$ cat src/rtl/onfi_emu_pkg.sv
package onfi_emu_pkg;

    localparam logic [7:0] OP_RESET   = 8'hFF;
    localparam logic [7:0] OP_IDENT   = 8'h90;
    localparam logic [7:0] OP_PARAM   = 8'hEC;
    localparam logic [7:0] OP_READ    = 8'h00;
    localparam logic [7:0] OP_READ_GO = 8'h30;
    localparam logic [7:0] OP_STATUS  = 8'h70;

    localparam logic [15:0] CRC_POLY = 16'h8005;
    localparam logic [15:0] CRC_SEED = 16'h4F4E;
    localparam logic [7:0]  CRC_LO_IDX = 8'd254;

    localparam logic [7:0] ST_READY = 8'h40;
    localparam logic [7:0] ST_BUSY  = 8'h00;

    typedef struct packed {
        logic [31:0] page_bytes;
        logic [15:0] spare_bytes;
        logic [31:0] block_pages;
        logic [31:0] lun_blocks;
        logic [7:0]  mfr_id;
        logic [15:0] busy_len;
    } geom_t;

    typedef enum logic [1:0] {
        CS_IDLE,
        CS_ID_ADDR,
        CS_PP_ADDR,
        CS_RD_ADDR
    } cmd_state_e;

    typedef enum logic [2:0] {
        OM_NONE,
        OM_ID,
        OM_PARAM,
        OM_PAGE,
        OM_STATUS
    } out_mode_e;

    // One byte of checksum update, most significant bit first.
    function automatic logic [15:0] crc16_byte(input logic [15:0] crc_in,
                                               input logic [7:0]  data);
        logic [15:0] c;
        c = crc_in;
        for (int b = 7; b >= 0; b--) begin
            if (c[15] ^ data[b]) c = {c[14:0], 1'b0} ^ CRC_POLY;
            else                 c = {c[14:0], 1'b0};
        end
        return c;
    endfunction

    // Parameter page body, checksum bytes excluded.
    function automatic logic [7:0] param_body(input logic [7:0] idx,
                                              input geom_t g);
        case (idx)
            8'd0:    return 8'h4F;
            8'd1:    return 8'h4E;
            8'd2:    return 8'h46;
            8'd3:    return 8'h49;
            8'd4:    return 8'h02;
            8'd80:   return g.page_bytes[7:0];
            8'd81:   return g.page_bytes[15:8];
            8'd82:   return g.page_bytes[23:16];
            8'd83:   return g.page_bytes[31:24];
            8'd84:   return g.spare_bytes[7:0];
            8'd85:   return g.spare_bytes[15:8];
            8'd92:   return g.block_pages[7:0];
            8'd93:   return g.block_pages[15:8];
            8'd94:   return g.block_pages[23:16];
            8'd95:   return g.block_pages[31:24];
            8'd96:   return g.lun_blocks[7:0];
            8'd97:   return g.lun_blocks[15:8];
            8'd98:   return g.lun_blocks[23:16];
            8'd99:   return g.lun_blocks[31:24];
            8'd100:  return 8'h01;
            default: return 8'h00;
        endcase
    endfunction

endpackage

$ cat src/rtl/onfi_pin_sync.sv
module onfi_pin_sync #(
    parameter int          W       = 8,
    parameter int          STAGES  = 2,
    parameter logic [W-1:0] RST_VAL = '0
) (
    input  logic         clk,
    input  logic         rst,
    input  logic [W-1:0] d,
    output logic [W-1:0] q
);
    for (genvar g = 0; g < STAGES; g++) begin : g_stage
        logic [W-1:0] r;
        if (g == 0) begin : g_first
            always_ff @(posedge clk) begin
                if (rst) r <= RST_VAL;
                else     r <= d;
            end
        end else begin : g_next
            always_ff @(posedge clk) begin
                if (rst) r <= RST_VAL;
                else     r <= g_stage[g-1].r;
            end
        end
    end

    assign q = g_stage[STAGES-1].r;
endmodule

$ cat src/rtl/onfi_page_buf.sv
module onfi_page_buf #(
    parameter int DEPTH = 256,
    localparam int AW   = $clog2(DEPTH)
) (
    input  logic          clk,
    input  logic          wr_en,
    input  logic [AW-1:0] wr_addr,
    input  logic [7:0]    wr_data,
    input  logic [AW-1:0] rd_addr,
    output logic [7:0]    rd_data
);
    logic [7:0] mem [DEPTH];

    always_ff @(posedge clk) begin
        if (wr_en) mem[wr_addr] <= wr_data;
    end

    assign rd_data = mem[rd_addr];
endmodule

$ cat src/rtl/onfi_param_gen.sv
module onfi_param_gen
    import onfi_emu_pkg::*;
(
    input  logic       clk,
    input  logic       rst,
    input  geom_t      geom,
    input  logic       restart,
    input  logic       advance,
    output logic [7:0] byte_now
);
    logic [7:0]  ptr;
    logic [15:0] crc;
    logic [7:0]  body;

    assign body = param_body(ptr, geom);

    always_comb begin
        if (ptr < CRC_LO_IDX)      byte_now = body;
        else if (ptr == CRC_LO_IDX) byte_now = crc[7:0];
        else                        byte_now = crc[15:8];
    end

    always_ff @(posedge clk) begin
        if (rst || restart) begin
            ptr <= '0;
            crc <= CRC_SEED;
        end else if (advance) begin
            ptr <= ptr + 8'd1;
            if (ptr < CRC_LO_IDX)     crc <= crc16_byte(crc, body);
            else if (ptr == 8'd255)   crc <= CRC_SEED;
        end
    end

    // a new pass over the page starts from the seed
    assert_crc_reseed_R5: assert property (@(posedge clk) disable iff (rst)
        (advance && !restart && ptr == 8'd255) |=> (ptr == 8'd0 && crc == CRC_SEED));
endmodule

$ cat src/rtl/onfi_nand_target.sv
module onfi_nand_target
    import onfi_emu_pkg::*;
#(
    parameter int          DEPTH           = 256,
    parameter int          SYNC_STAGES     = 2,
    parameter int          RST_BUSY        = 8,
    parameter logic [31:0] DEF_PAGE_BYTES  = 32'd2048,
    parameter logic [15:0] DEF_SPARE_BYTES = 16'd64,
    parameter logic [31:0] DEF_BLOCK_PAGES = 32'd64,
    parameter logic [31:0] DEF_LUN_BLOCKS  = 32'd1024,
    parameter logic [7:0]  DEF_MFR_ID      = 8'h5A,
    parameter logic [7:0]  DEV_ID          = 8'hDA,
    parameter logic [15:0] DEF_BUSY_LEN    = 16'd16,
    localparam int         AW              = $clog2(DEPTH)
) (
    input  logic          clk,
    input  logic          rst,
    input  logic          nand_ce_n,
    input  logic          nand_cle,
    input  logic          nand_ale,
    input  logic          nand_we_n,
    input  logic          nand_re_n,
    input  logic [7:0]    nand_io_in,
    output logic [7:0]    nand_io_out,
    output logic          nand_io_oe,
    output logic          nand_rb_n,
    input  logic          buf_wr_en,
    input  logic [AW-1:0] buf_wr_addr,
    input  logic [7:0]    buf_wr_data,
    input  logic          cfg_load,
    input  logic [31:0]   cfg_page_bytes,
    input  logic [15:0]   cfg_spare_bytes,
    input  logic [31:0]   cfg_block_pages,
    input  logic [31:0]   cfg_lun_blocks,
    input  logic [7:0]    cfg_mfr_id,
    input  logic [15:0]   cfg_busy_len
);
    localparam int PIN_W = 13;
    localparam logic [PIN_W-1:0] PIN_IDLE = {1'b1, 1'b0, 1'b0, 1'b1, 1'b1, 8'h00};
    localparam logic [15:0] RST_BUSY_LEN = 16'(RST_BUSY);
    localparam logic [AW-1:0] LAST_IDX = AW'(DEPTH - 1);

    // Pin oversampling and strobe edges
    logic [PIN_W-1:0] pins_s;
    logic ce_s, cle_s, ale_s, we_s, re_s;
    logic [7:0] io_s;
    logic we_q, re_q;

    onfi_pin_sync #(.W(PIN_W), .STAGES(SYNC_STAGES), .RST_VAL(PIN_IDLE)) i_sync (
        .clk (clk),
        .rst (rst),
        .d   ({nand_ce_n, nand_cle, nand_ale, nand_we_n, nand_re_n, nand_io_in}),
        .q   (pins_s)
    );

    assign {ce_s, cle_s, ale_s, we_s, re_s, io_s} = pins_s;

    always_ff @(posedge clk) begin
        if (rst) begin
            we_q <= 1'b1;
            re_q <= 1'b1;
        end else begin
            we_q <= we_s;
            re_q <= re_s;
        end
    end

    logic we_rise, re_fall, re_rise, cmd_stb, adr_stb, rd_stb;
    assign we_rise = we_s & ~we_q;
    assign re_fall = ~re_s & re_q;
    assign re_rise = re_s & ~re_q;
    assign cmd_stb = we_rise & ~ce_s & cle_s & ~ale_s;
    assign adr_stb = we_rise & ~ce_s & ale_s & ~cle_s;
    assign rd_stb  = re_fall & ~ce_s;

    // Control state
    geom_t      geom;
    cmd_state_e cstate;
    out_mode_e  omode;
    logic       busy, busy_page;
    logic [15:0] busy_cnt;
    logic [AW-1:0] page_ptr;
    logic       id_onfi;
    logic [2:0] id_idx;

    // Data sources
    logic [7:0] param_byte, page_byte, id_byte;
    logic       param_restart, param_adv;

    assign param_restart = adr_stb && (cstate == CS_PP_ADDR);
    assign param_adv     = rd_stb && (omode == OM_PARAM);

    onfi_param_gen i_param (
        .clk      (clk),
        .rst      (rst),
        .geom     (geom),
        .restart  (param_restart),
        .advance  (param_adv),
        .byte_now (param_byte)
    );

    onfi_page_buf #(.DEPTH(DEPTH)) i_buf (
        .clk     (clk),
        .wr_en   (buf_wr_en),
        .wr_addr (buf_wr_addr),
        .wr_data (buf_wr_data),
        .rd_addr (page_ptr),
        .rd_data (page_byte)
    );

    always_comb begin
        id_byte = 8'h00;
        if (id_onfi) begin
            case (id_idx)
                3'd0: id_byte = 8'h4F;
                3'd1: id_byte = 8'h4E;
                3'd2: id_byte = 8'h46;
                3'd3: id_byte = 8'h49;
                default: id_byte = 8'h00;
            endcase
        end else begin
            case (id_idx)
                3'd0: id_byte = geom.mfr_id;
                3'd1: id_byte = DEV_ID;
                default: id_byte = 8'h00;
            endcase
        end
    end

    always_ff @(posedge clk) begin
        if (rst) begin
            geom        <= '{page_bytes: DEF_PAGE_BYTES, spare_bytes: DEF_SPARE_BYTES,
                             block_pages: DEF_BLOCK_PAGES, lun_blocks: DEF_LUN_BLOCKS,
                             mfr_id: DEF_MFR_ID, busy_len: DEF_BUSY_LEN};
            cstate      <= CS_IDLE;
            omode       <= OM_NONE;
            busy        <= 1'b0;
            busy_page   <= 1'b0;
            busy_cnt    <= '0;
            page_ptr    <= '0;
            id_onfi     <= 1'b0;
            id_idx      <= '0;
            nand_io_out <= 8'h00;
            nand_io_oe  <= 1'b0;
        end else begin
            if (cfg_load) begin
                geom <= '{page_bytes: cfg_page_bytes, spare_bytes: cfg_spare_bytes,
                          block_pages: cfg_block_pages, lun_blocks: cfg_lun_blocks,
                          mfr_id: cfg_mfr_id, busy_len: cfg_busy_len};
            end

            if (re_rise || ce_s) nand_io_oe <= 1'b0;

            // Busy timer
            if (busy) begin
                if (busy_cnt <= 16'd1) begin
                    busy      <= 1'b0;
                    busy_cnt  <= '0;
                    busy_page <= 1'b0;
                    if (busy_page && omode == OM_NONE) omode <= OM_PAGE;
                end else begin
                    busy_cnt <= busy_cnt - 16'd1;
                end
            end

            // Read strobe: present the next byte of the selected stream
            if (rd_stb) begin
                case (omode)
                    OM_ID: begin
                        nand_io_out <= id_byte;
                        nand_io_oe  <= 1'b1;
                        if (id_idx != 3'd7) id_idx <= id_idx + 3'd1;
                    end
                    OM_PARAM: begin
                        nand_io_out <= param_byte;
                        nand_io_oe  <= 1'b1;
                    end
                    OM_PAGE: begin
                        if (!busy) begin
                            nand_io_out <= page_byte;
                            nand_io_oe  <= 1'b1;
                            page_ptr    <= (page_ptr == LAST_IDX) ? '0 : page_ptr + 1'b1;
                        end
                    end
                    OM_STATUS: begin
                        nand_io_out <= busy ? ST_BUSY : ST_READY;
                        nand_io_oe  <= 1'b1;
                    end
                    default: ;
                endcase
            end

            // Command and address latching
            if (cmd_stb) begin
                case (io_s)
                    OP_RESET: begin
                        nand_io_oe <= 1'b0;
                        cstate     <= CS_IDLE;
                        omode      <= OM_NONE;
                        busy       <= 1'b1;
                        busy_page  <= 1'b0;
                        busy_cnt   <= RST_BUSY_LEN;
                    end
                    OP_IDENT: begin
                        nand_io_oe <= 1'b0;
                        cstate     <= CS_ID_ADDR;
                        omode      <= OM_NONE;
                    end
                    OP_PARAM: begin
                        nand_io_oe <= 1'b0;
                        cstate     <= CS_PP_ADDR;
                        omode      <= OM_NONE;
                    end
                    OP_READ: begin
                        nand_io_oe <= 1'b0;
                        cstate     <= CS_RD_ADDR;
                        omode      <= OM_PAGE;
                    end
                    OP_READ_GO: begin
                        if (cstate == CS_RD_ADDR) begin
                            nand_io_oe <= 1'b0;
                            cstate     <= CS_IDLE;
                            omode      <= OM_NONE;
                            busy       <= 1'b1;
                            busy_page  <= 1'b1;
                            busy_cnt   <= (geom.busy_len == 16'd0) ? 16'd1 : geom.busy_len;
                            page_ptr   <= '0;
                        end
                    end
                    OP_STATUS: begin
                        nand_io_oe <= 1'b0;
                        omode      <= OM_STATUS;
                    end
                    default: ;
                endcase
            end else if (adr_stb) begin
                case (cstate)
                    CS_ID_ADDR: begin
                        id_onfi <= (io_s == 8'h20);
                        id_idx  <= '0;
                        omode   <= (io_s == 8'h00 || io_s == 8'h20) ? OM_ID : OM_NONE;
                        cstate  <= CS_IDLE;
                    end
                    CS_PP_ADDR: begin
                        omode  <= OM_PARAM;
                        cstate <= CS_IDLE;
                    end
                    default: ;
                endcase
            end
        end
    end

    assign nand_rb_n = ~busy;

    // the bus is only driven after a cycle with chip enable low
    assert_oe_needs_ce_R11: assert property (@(posedge clk) disable iff (rst)
        nand_io_oe |-> $past(!ce_s));

    // while busy, only the status byte may be driven
    assert_busy_blocks_data_R6: assert property (@(posedge clk) disable iff (rst)
        (nand_io_oe && !nand_rb_n) |-> (omode == OM_STATUS));

    // a busy pulse always has cycles left on its timer
    assert_busy_count_R6: assert property (@(posedge clk) disable iff (rst)
        !nand_rb_n |-> (busy_cnt != 16'd0));

    // a driven status byte never reports failure
    assert_status_pass_R8: assert property (@(posedge clk) disable iff (rst)
        (nand_io_oe && omode == OM_STATUS) |-> !nand_io_out[0]);
endmodule

$ cat config.mk
export PLATFORM = sky130hd
export DESIGN_NAME = onfi_nand_target
export DESIGN_NICKNAME = d
export VERILOG_FILES = /design/src/rtl/onfi_emu_pkg.sv /design/src/rtl/onfi_pin_sync.sv /design/src/rtl/onfi_page_buf.sv /design/src/rtl/onfi_param_gen.sv /design/src/rtl/onfi_nand_target.sv
export SDC_FILE = /design/constraint.sdc
export NUM_CORES = 2
export LEC_CHECK = 0
export BUFFER_PORTS_ARGS = -buffer_cell sky130_fd_sc_hd__buf_2
export CAP_MARGIN = 20
export CORE_MARGIN = 1
export CORE_UTILIZATION = 50
export CTS_CLUSTER_SIZE = 28
export DETAILED_ROUTE_END_ITERATION = 10
export MAX_ROUTING_LAYER = met4
export PLACE_DENSITY = 0.78
export SYNTH_ARGS = -nofsm -noshare
export SYNTH_HDL_FRONTEND = slang
export SYNTH_SLANG_ARGS = --single-unit
$ cat constraint.sdc
create_clock -name clk -period 5.5 [get_ports clk]
set_input_delay 1.1 -clock clk [delete_from_list [all_inputs] [get_ports clk]]
set_output_delay 1.1 -clock clk [all_outputs]
set_load 0.02 [all_outputs]
==> results.py <==
metrics = {
    "status": {
        "status": "finished, final reports clean",
    },
    "place": {
        "dp_slack_ns": 1.51,
        "dpl_cell_area_um2": 93400,
        "place_congestion": 0.905,
        "dpl.hpwl_mm": 132,
        "port_buffers": 178,
        "dp_cells": 7060,
    },
    "logic_synthesis": {
        "ys_warn_count": 0,
        "synth_compound_area_frac": 0.0313,
        "yosysUniqueCellTypes": 80,
        "synth_ff_type": "edfxtp_1",
        "synthAdderAreaFrac": 0.00195,
        "synth_edf_count": 2048,
        "synth-seq-area-share": 0.735,
        "synthTopCellsByArea": "edfxtp_1, mux4_2, dfxtp_1",
        "avgSynthCellArea_um2": 19.0,
        "synthMuxAreaShare": 0.167,
        "synth_top_family_by_area": "multiplexers",
        "syn_inst": 4727,
        "netlist_area_um2": 90000,
        "ys_ff_latch": 2280,
        "synthesis.nets": 4910,
        "yosysTopAreaCell": "edfxtp_1",
        "yosysTopAreaCellShare": 0.683,
        "synthXorXnorAreaFrac": 0.00504,
        "ys_async_sr_fraction": 0,
        "synth-simple-area-share": 0.0421,
    },
    "floorplan": {
        "core-area_um2": 179000,
        "die_h_um": 426,
        "start_util": 0.504,
        "ios": 179,
        "fp.dieW_um": 426,
        "num_rows": 155,
        "die-area_um2": 182000,
    },
    "clocking": {
        "cts_tree": "yes",
        "cts_root_buffer": "clkbuf_16",
        "cts_htree_levels": 4,
        "cts_resized": 0,
        "clock_path_buffers": 3,
        "postCtsSetupBuffers": 0,
        "clk_latency_ns": 0.85,
        "cts.sinks": 2280,
        "cts_made_buffers": 213,
        "clk_pin_slew_worst_paths_ns": 0.07,
        "cts_hold_buf": 0,
    },
    "drt": {
        "first_pass_iters": 6,
        "routedWlPerCell_um": 30.1,
        "drtIter0Drc": 6822,
        "route.detailed.drc": 0,
        "num_vias": 47600,
        "final_antenna_net_count": 0,
        "vias_per_cell": 6.38,
        "wirelength_mm": 225,
    },
    "sta": {
        "final-hold-violation-count": 0,
        "fmax_ghz": 0.235,
        "worst_pin_slew_ns": 1.20,
        "rsz0062_at_grt": "no",
        "period_share": 0.772,
        "max_slew_margin": 0.189,
        "skew_ns": 0.0278,
        "timing.final.max_slew_violations": 0,
        "fin_crit_ns": 4.25,
        "setup_violations": 0,
        "setup_ws_ns": 1.25,
        "finalSetupTns_ns": 0,
    },
    "critical_path": {
        "critPathSlowestCell": "nand2_1",
        "cpPeakStageDelay_ns": 0.94,
        "required_ns": 6.24,
        "worstPathCellList": "inv_2, nand2_1, o22ai_1, a2111oi_0, a31oi_1, a211oi_1, o21ai_1, a211oi_1",
        "critPathMostFrequentCell": "a211oi_1",
        "path_max_fanout": 11,
        "start_kind": "flip-flop",
        "end_kind": "flip-flop",
        "critPathArrivalTime_ns": 4.99,
        "path_class": "reg -> reg",
    },
    "layout": {
        "drive_gt1_frac": 0.234,
        "multi_input_area_um2": 22300,
        "fin_nets": 5104,
        "seqCellArea_um2": 66200,
        "area_growth_pct": 11.7,
        "fin_util": 0.563,
        "final_cells": 7465,
        "fill_cells": 12600,
        "final_area_um2": 101000,
    },
    "run": {
        "drv_cap": 0,
    },
    "power_and_ir_drop": {
        "p_seq_frac": 0.549,
        "pwr-share-comb": 0.018,
        "ir_worst_vdd_mv": 0.343,
        "power_density_nw_per_um2": 344,
        "power.switching_w": 0.00695,
        "p_clk_frac": 0.432,
        "swShare": 0.201,
        "leakagePower_nw": 31.0,
        "p_int_w": 0.0276,
    },
    "worst_hold_path": {
        "hp-class": "reg -> reg",
    },
    "global_route": {
        "overflow": 0,
        "grt_pass1_wl_mm": 323,
        "grt_pass1_vias": 47100,
        "antenna_found_initial": 7,
        "grt_usage": 0.252,
        "grt_max_degree": 158,
    },
}
power by group through the flow:
stage	sequential (W)	combinational, W	clock, W
2_1_floorplan	0.0194	0.000218	0
3_3_place_gp	0.0194	0.000588	0
3_5_place_dp	0.0194	0.000618	0
4_1_cts	0.0190	0.000621	0.0150
5_1_grt	0.0190	0.000669	0.0156
6_report	0.0190	0.000633	0.0150
final timing paths:
path,cells past startpoint,start,end,slack (ns)
worst max register to register,8,page_ptr[3],nand_io_out[1],1.25
worst max-delay path,8,page_ptr[3],nand_io_out[1],1.25
worst min-delay path,1,i_sync.g_stage[0].r[8],i_sync.q[8],0.43
worst min register to register,1,i_sync.g_stage[0].r[8],i_sync.q[8],0.43
sequential cells by signal, summed over array words and instances, names as in the netlist:
register          flops
re_q                  1
i_sync.q             13
busy                  1
busy_page             1
busy_cnt             16
nand_io_out           8
id_idx                3
page_ptr              8
i_param.crc          16
i_sync.g_stage.r     13
we_q                  1
nand_io_oe            1
omode                 3
id_onfi               1
geom                136
i_param.ptr           8
cstate                2
i_buf.mem          2048
layout by cell type (no fill, tap or decap), types with 31 or more instances in the layout:
cell type and instances:
mux4_2 544, nor2_1 482, nor3_1 38, o21ai_0 46
buf_4 82, a21oi_1 63, edfxtp_1 2048, clkinv_1 37
a211oi_1 31, a22oi_1 92, nand2_1 109, buf_2 169
nor2b_1 63, mux2i_1 254, clkbuf_16 218, nand3_1 57
clkinv_2 31, dfxtp_1 226, clkbuf_1 41
cells in the mapped netlist, types with 5 or more instances:
library cell / instances
buf_4: 33
a21oi_1: 63
edfxtp_1: 2048
mux2i_1: 254
o211ai_1: 7
or2_2: 10
or3_1: 5
nand3_1: 57
a2111oi_0: 6
a22oi_1: 92
mux2_2: 19
o22ai_1: 25
inv_1: 14
buf_2: 92
and2_1: 9
a221oi_1: 12
nor2_1: 485
and3_1: 5
nand4_1: 30
dfxtp_1: 232
a22o_1: 26
nor3_1: 38
a31oi_1: 16
a311oi_1: 9
xnor2_1: 14
a211oi_1: 31
nor2b_1: 66
clkbuf_1: 136
mux4_2: 544
a222oi_1: 10
a21boi_0: 5
nor4_1: 9
ha_1: 14
o21ai_0: 46
nand2_1: 110
xor2_1: 27
buf_1: 13
nand2b_1: 12
buf_6: 26
a211o_1: 9
cells by family after synthesis:
kind of cell	count (synthesis)
compound gates	397
buf+inv	317
fa+ha+maj	14
xor+xnor	46
mux	817
flops	2280
simple gates	856
per-layer routing:
metal / vias to the layer above / wire length, µm / part of all wire / GRT usage
li1: 19500 / - / - / -
met1: 24300 / 81200 / 0.36 / 0.327
met2: 3268 / 106000 / 0.47 / 0.384
met3: 537 / 28100 / 0.13 / 0.0647
met4: 0 / 9620 / 0.043 / 0.0971
met5: - / 0 / 0 / -
metrics by stage:
step	hold slack, ns	total power (W)
2_1_floorplan	0.389	0.0196
3_3_place_gp	0.401	0.0200
3_5_place_dp	0.399	0.0200
4_1_cts	0.414	0.0346
5_1_grt	0.431	0.0353
6_report	0.429	0.0346
cell type report:
cell class	count	area share
multi-input cells	2130	0.222
diodes	9	0.000224
inverters	15	0.000560
clock buffers	270	0.0572
clock inverters	125	0.0133
well taps	2355	0.0293
flip-flops and latches	2280	0.658
repair buffers	281	0.0198
worst max-delay path, delay by kind of cell (launching register included):
kind / cells / cell delay, ns
DFF: 1 / 0.39
buffers and inverters: 1 / 0.24
and+or+nand+nor: 1 / 0.94
AOI/OAI and AO/OA: 6 / 2.57
(Power assumes the default switching activity.)
